--- config.mk ---
export PLATFORM = sky130hd
export DESIGN_NAME = rect_blitter
export DESIGN_NICKNAME = d
export VERILOG_FILES = /design/src/rtl/rect_blitter.sv
export SDC_FILE = /design/constraint.sdc
export NUM_CORES = 1
export LEC_CHECK = 0
export ABC_AREA = 1
export ABC_CLOCK_PERIOD_IN_PS = 3400
export CAP_MARGIN = 40
export CORE_MARGIN = 1.5
export CORE_UTILIZATION = 53
export CTS_CLUSTER_SIZE = 30
export DETAILED_ROUTE_END_ITERATION = 10
export PLACE_DENSITY = 0.74
export RECOVER_POWER = 25
export SLEW_MARGIN = 20
export SYNTH_ARGS = -nofsm -noshare
export SYNTH_HDL_FRONTEND = slang
export SYNTH_SLANG_ARGS = --single-unit
--- constraint.sdc ---
create_clock -name clk -period 3.4 [get_ports clk]
set_input_delay 0.68 -clock clk [delete_from_list [all_inputs] [get_ports clk]]
set_output_delay 0.68 -clock clk [all_outputs]
set_load 0.05 [all_outputs]
--- src/rtl/rect_blitter.sv ---
module rect_blitter #(
  parameter int AW      = 24,
  parameter int CW      = 10,
  parameter int PITCH_W = 12
) (
  input  logic               clk,
  input  logic               rst_n,
  input  logic               cmd_valid,
  output logic               cmd_ready,
  input  logic [31:0]        cmd_data,
  input  logic [PITCH_W-1:0] pitch,
  output logic [AW-2:0]      mem_addr,
  output logic               mem_rd,
  output logic               mem_wr,
  output logic [15:0]        mem_wdata,
  input  logic [15:0]        mem_rdata,
  output logic               busy,
  output logic               done
);
  localparam int HW = AW - 1;

  typedef enum logic [1:0] {S_IDLE, S_FILL, S_RD, S_WR} st_t;
  st_t st;

  logic [15:0]   colour;
  logic [HW-1:0] dst_base, src_base, dst_row, src_row;
  logic [CW-1:0] wmax, hmax, x, y;
  logic          irq_req;

  wire        take    = cmd_valid && cmd_ready;
  wire [7:0]  op      = cmd_data[31:24];
  wire        wr_step = (st == S_FILL) || (st == S_WR);
  wire        row_end = (x == wmax);
  wire        last    = row_end && (y == hmax);

  assign busy      = (st != S_IDLE);
  assign cmd_ready = !busy;
  assign mem_rd    = (st == S_RD);
  assign mem_wr    = wr_step;
  assign mem_addr  = ((st == S_RD) ? src_row : dst_row) + HW'(x);
  assign mem_wdata = (st == S_FILL) ? colour : mem_rdata;

  always_ff @(posedge clk) begin
    if (!rst_n) begin
      st       <= S_IDLE;
      colour   <= '0;
      dst_base <= '0;
      src_base <= '0;
      wmax     <= '0;
      hmax     <= '0;
      x        <= '0;
      y        <= '0;
      dst_row  <= '0;
      src_row  <= '0;
      irq_req  <= 1'b0;
      done     <= 1'b0;
    end else begin
      done <= 1'b0;
      if (take) begin
        case (op)
          8'h0B: colour   <= cmd_data[15:0];
          8'h0C: dst_base <= cmd_data[AW-1:1];
          8'h0D: src_base <= cmd_data[AW-1:1];
          8'h0E: wmax     <= cmd_data[CW-1:0];
          8'h0F: hmax     <= cmd_data[CW-1:0];
          8'h21, 8'h23: begin
            x       <= '0;
            y       <= '0;
            dst_row <= dst_base;
            src_row <= src_base;
            irq_req <= cmd_data[1];
            st      <= (op == 8'h23) ? S_FILL : S_RD;
          end
          default: ;
        endcase
      end
      if (st == S_RD) st <= S_WR;
      if (wr_step) begin
        if (last) begin
          st   <= S_IDLE;
          done <= irq_req;
        end else begin
          if (st == S_WR) st <= S_RD;
          if (row_end) begin
            x       <= '0;
            y       <= y + 1'b1;
            dst_row <= dst_row + HW'(pitch);
            src_row <= src_row + HW'(pitch);
          end else begin
            x <= x + 1'b1;
          end
        end
      end
    end
  end

  assert_reset_R1: assert property (@(posedge clk) $past(!rst_n) |-> !busy && !done)
    else $error("R1 state after reset");
  assert_excl_R5: assert property (@(posedge clk) disable iff (!rst_n) !(mem_rd && mem_wr))
    else $error("R5 read and write together");
  assert_rd_then_wr_R5: assert property (@(posedge clk) disable iff (!rst_n) mem_rd |=> mem_wr)
    else $error("R5 read not followed by write");
  assert_start_R7: assert property (@(posedge clk) disable iff (!rst_n)
      $rose(busy) |-> $past(cmd_valid && cmd_ready))
    else $error("R7 busy without accepted word");
  assert_done_R9: assert property (@(posedge clk) disable iff (!rst_n)
      done |-> !busy && $past(mem_wr))
    else $error("R9 done not after last write");
  assert_done_pulse_R9: assert property (@(posedge clk) disable iff (!rst_n) done |=> !done)
    else $error("R9 done longer than one cycle");
  assert_hold_R8: assert property (@(posedge clk) disable iff (!rst_n)
      busy && !$past(busy) |-> !cmd_ready)
    else $error("R8 ready while busy");
endmodule

==> metrics.yaml <==
logic_synthesis:
  netlist_area_mm2: 0.0101
  synthTopCellsByCount: "528 x nand2_1, 239 x nor2_1, 183 x inv_1, 152 x dfxtp_1"
  synth_adder_area_share: 0.0508
  yosys-mux-area-fraction: 0
  synth_top_family_by_area: "simple AND/OR/NAND/NOR gates"
  yosysUniqueCellTypes: 42
  ys_async_sr_fraction: 0
  synth_edf_count: 0
  synth_compound_area_frac: 0.133
  synth.top_cell.area_share: 0.303
  ys_warn_count: 0
  synth_top_area_cell: "dfxtp_1"
  synthMostInstantiatedCell: "nand2_1"
  synthXorXnorAreaFrac: 0.0331
  syn_nets: 1769
  yosysSeqAreaShare: 0.303
  synthFlopType: "dfxtp_1"
  syn_area_per_cell_um2: 6.03
  netlist_instances: 1667
  synth.area.top_cells: "dfxtp_1 30%, nand2_1 20%, nor2_1 8.9%, inv_1 6.8%, a21oi_1 5.0%"
  ys_ff_latch: 152
  synth-simple-area-share: 0.379
setup_path:
  crit_path_end_kind: "primary output"
  slowest_stage: "fa_2"
  cpMostUsedCell: "buf_12"
  max_stage_delay_ns: 0.39
  cp_max_fo: 4
  cp.arrival_ns: 2.68
  path_depth: 13
  crit_required_ns: 2.72
  crit_chain: "inv_4 > buf_12 > nand2_4 > o21ai_0 > ha_1 > fa_2 > nand3_1 > nand2_1 > a21boi_2 > nor2_1 > nor2_2 > xnor2_2 > buf_12"
  start_kind: "flop"
  criticalPathCategory: "reg -> out"
  cp_num_buf_inv: 3
  critPathTopFamily: "adder cells"
  reg2reg_depth: 12
grt:
  grtUsageTotal: 0.313
  grt-ovfl-total: 0
  grt_max_degree: 99
  gr-max-usage-layer: "met2"
  grt_pass1_vias: 9779
  use_met1: 0.454
  antenna_found_initial: 0
  use_met2: 0.493
  grt_pass1_wl_um: 49400
  use_met3: 0.0431
detailed_routing:
  drtPass1Iterations: 5
  drcViolationCount: 0
  vias_per_cell: 5.45
  wl_um: 31400
  wl_per_cell_um: 15.6
  vias: 11000
  antenna_left: 0
  first_iter_violations: 990
placement:
  gp_congestion: 0.907
  io_buffers: 106
  dp_slack_ns: 0.0553
  place_hpwl_um: 22500
  placed_cells: 1964
power:
  p_per_area_mw_per_mm2: 322
  power_frac_seq: 0.435
  p_sw_frac: 0.276
  p_leak_nw: 5.87
  worst_ir_drop_vdd_v: 0.000417
  pwr-share-comb: 0.074
  p_clk_frac: 0.491
  p_switching_mw: 1.13
  p_int_mw: 2.96
sta:
  tightest_slew_ns: 1.00
  rsz0062_at_grt: "true"
  setup_ws_ns: 0.0447
  setup_viol: 0
  hold_viol: 0
  slew_headroom: 0.332
  period_share: 0.987
  finClkSkew_ns: 0.0146
  post-route-min-period_ns: 3.36
  fmax_ghz: 0.298
  maxSlewViolCount: 0
floorplanning:
  core_area_mm2: 0.0186
  die_h_um: 141
  die_area_mm2: 0.0198
  num_rows: 50
  io_pins: 107
  start_util: 0.540
  dieWidth_um: 141
min_path:
  min_path_cells: 2
  worstHoldPathType: "reg -> reg"
status:
  status: "completed"
clocking:
  cts_buffer_depth: 2
  cts-buffers-inserted: 17
  htreeDepth: 4
  postCtsHoldBufs: 0
  cts_tree: "yes"
  cts-root-buf: "clkbuf_16"
  clk_latency_ns: 0.44
  numClockSinks: 152
  clk_pin_slew_ns: 0.08
final_layout:
  n_fill_cell: 1678
  instances_no_fill: 2014
  drive_gt1_frac: 0.112
  area_growth_pct: 26.6
  nNetsFinal: 1869
  n_antenna_cell: 0
job:
  drv_cap: 0
power groups by stage:
| stage | sequential [mW] | clock [mW] | combinational (mW) |
|---|---|---|---|
| detailed placement | 1.82 | 0 | 0.297 |
| global route | 1.78 | 2.10 | 0.324 |
| CTS | 1.78 | 2.02 | 0.298 |
| global placement | 1.82 | 0 | 0.295 |
| finish | 1.78 | 2.01 | 0.302 |
| floorplan | 1.82 | 0 | 0.152 |
tightest hold or removal path: cells and delay by family, from the launching register on:
family	cells	cell delay, ns
DFF	1	0.31
and+or+nand+nor	2	0.08
registers in the layout, indices dropped and copies added (netlist names), 2 cells and up:
register	flops
dst_base	23
colour	16
st	2
y	10
hmax	10
wmax	10
dst_row	23
x	10
src_base	23
src_row	23
cells in the final DEF, fill, tap and decap left out, types with 4 or more instances in the layout:
master and n:
inv_8 5, xnor2_1 4, o21ai_2 8, inv_2 9, nor2_2 11, o21ai_0 90, buf_4 39, o21ai_1 15
nor3b_1 6, nand2_2 17, buf_12 27, nand4_1 11, nor3_1 22, inv_1 180, clkbuf_1 5, a211oi_1 25
dfxtp_1 150, clkbuf_16 18, nor2_1 228, clkinv_8 4, nand3_4 4, xor2_1 19, nor4_1 11, ha_1 28
clkdlybuf4s50_1 66, a21oi_1 96, nand3b_1 5, ha_4 7, nand2_1 511, xor2_2 10, nand3_1 94
cell families (layout without fill, tap and decap cells):
group / after synthesis / after routing
AO/OA/AOI/OAI: 250 / 250
XOR/XNOR: 38 / 38
adder cells (fa/ha/maj): 39 / 39
buffers and inverters: 256 / 368
flip-flops: 152 / 152
AND/OR/NAND/NOR: 932 / 933
worst paths after layout:
kind | endpoint | startpoint | slack (ns)
max reg2reg | src_row[1]$_SDFF_PN0_ | st[0]$_SDFF_PN0_ | 0.22
min reg2reg | done$_SDFF_PN0_ | irq_req$_SDFFE_PN0P_ | 0.43
max | mem_addr[8] | st[0]$_SDFF_PN0_ | 0.04
min | done$_SDFF_PN0_ | irq_req$_SDFFE_PN0P_ | 0.43
routing by layer:
layer / vias up / routed length, µm
met5: - / 0
met4: 0 / 452
met3: 35 / 2190
met2: 428 / 14000
met1: 5002 / 14800
li1: 5517 / -
final cells by class:
type / count / area, µm² / share of cell area
Clock buffer: 17 / 425 / 0.0334
Timing Repair Buffer: 145 / 1600 / 0.126
Tap cell: 234 / 293 / 0.0230
Clock inverter: 15 / 194 / 0.0152
Inverter: 191 / 722 / 0.0567
Multi-Input combinational cell: 1260 / 6450 / 0.507
Sequential cell: 152 / 3050 / 0.239
stage by stage:
| step | utilization | TNS (ns) | area [µm²] | hold slack, ns | total power [mW] |
|---|---|---|---|---|---|
| 3_5_place_dp | 0.626 | 0 | 11700 | 0.421 | 2.12 |
| 2_1_floorplan | - | -0.394 | 10200 | 0.412 | 1.98 |
| 6_report | 0.683 | 0 | 12700 | 0.432 | 4.10 |
| 4_1_cts | 0.667 | 0 | 12400 | 0.432 | 4.10 |
| 5_1_grt | 0.683 | -0.280 | 12700 | 0.467 | 4.21 |
| 3_3_place_gp | 0.626 | 0 | 11700 | 0.424 | 2.12 |
repair_timing:
item	4_1_cts	5_1_grt
gates resized for setup	26	72
pin swaps	9	32
gates cloned	0	2
setup buffers	6	9
endpoints found under the setup margin	17	16
No activity file was read; power rests on OpenSTA's default activity.
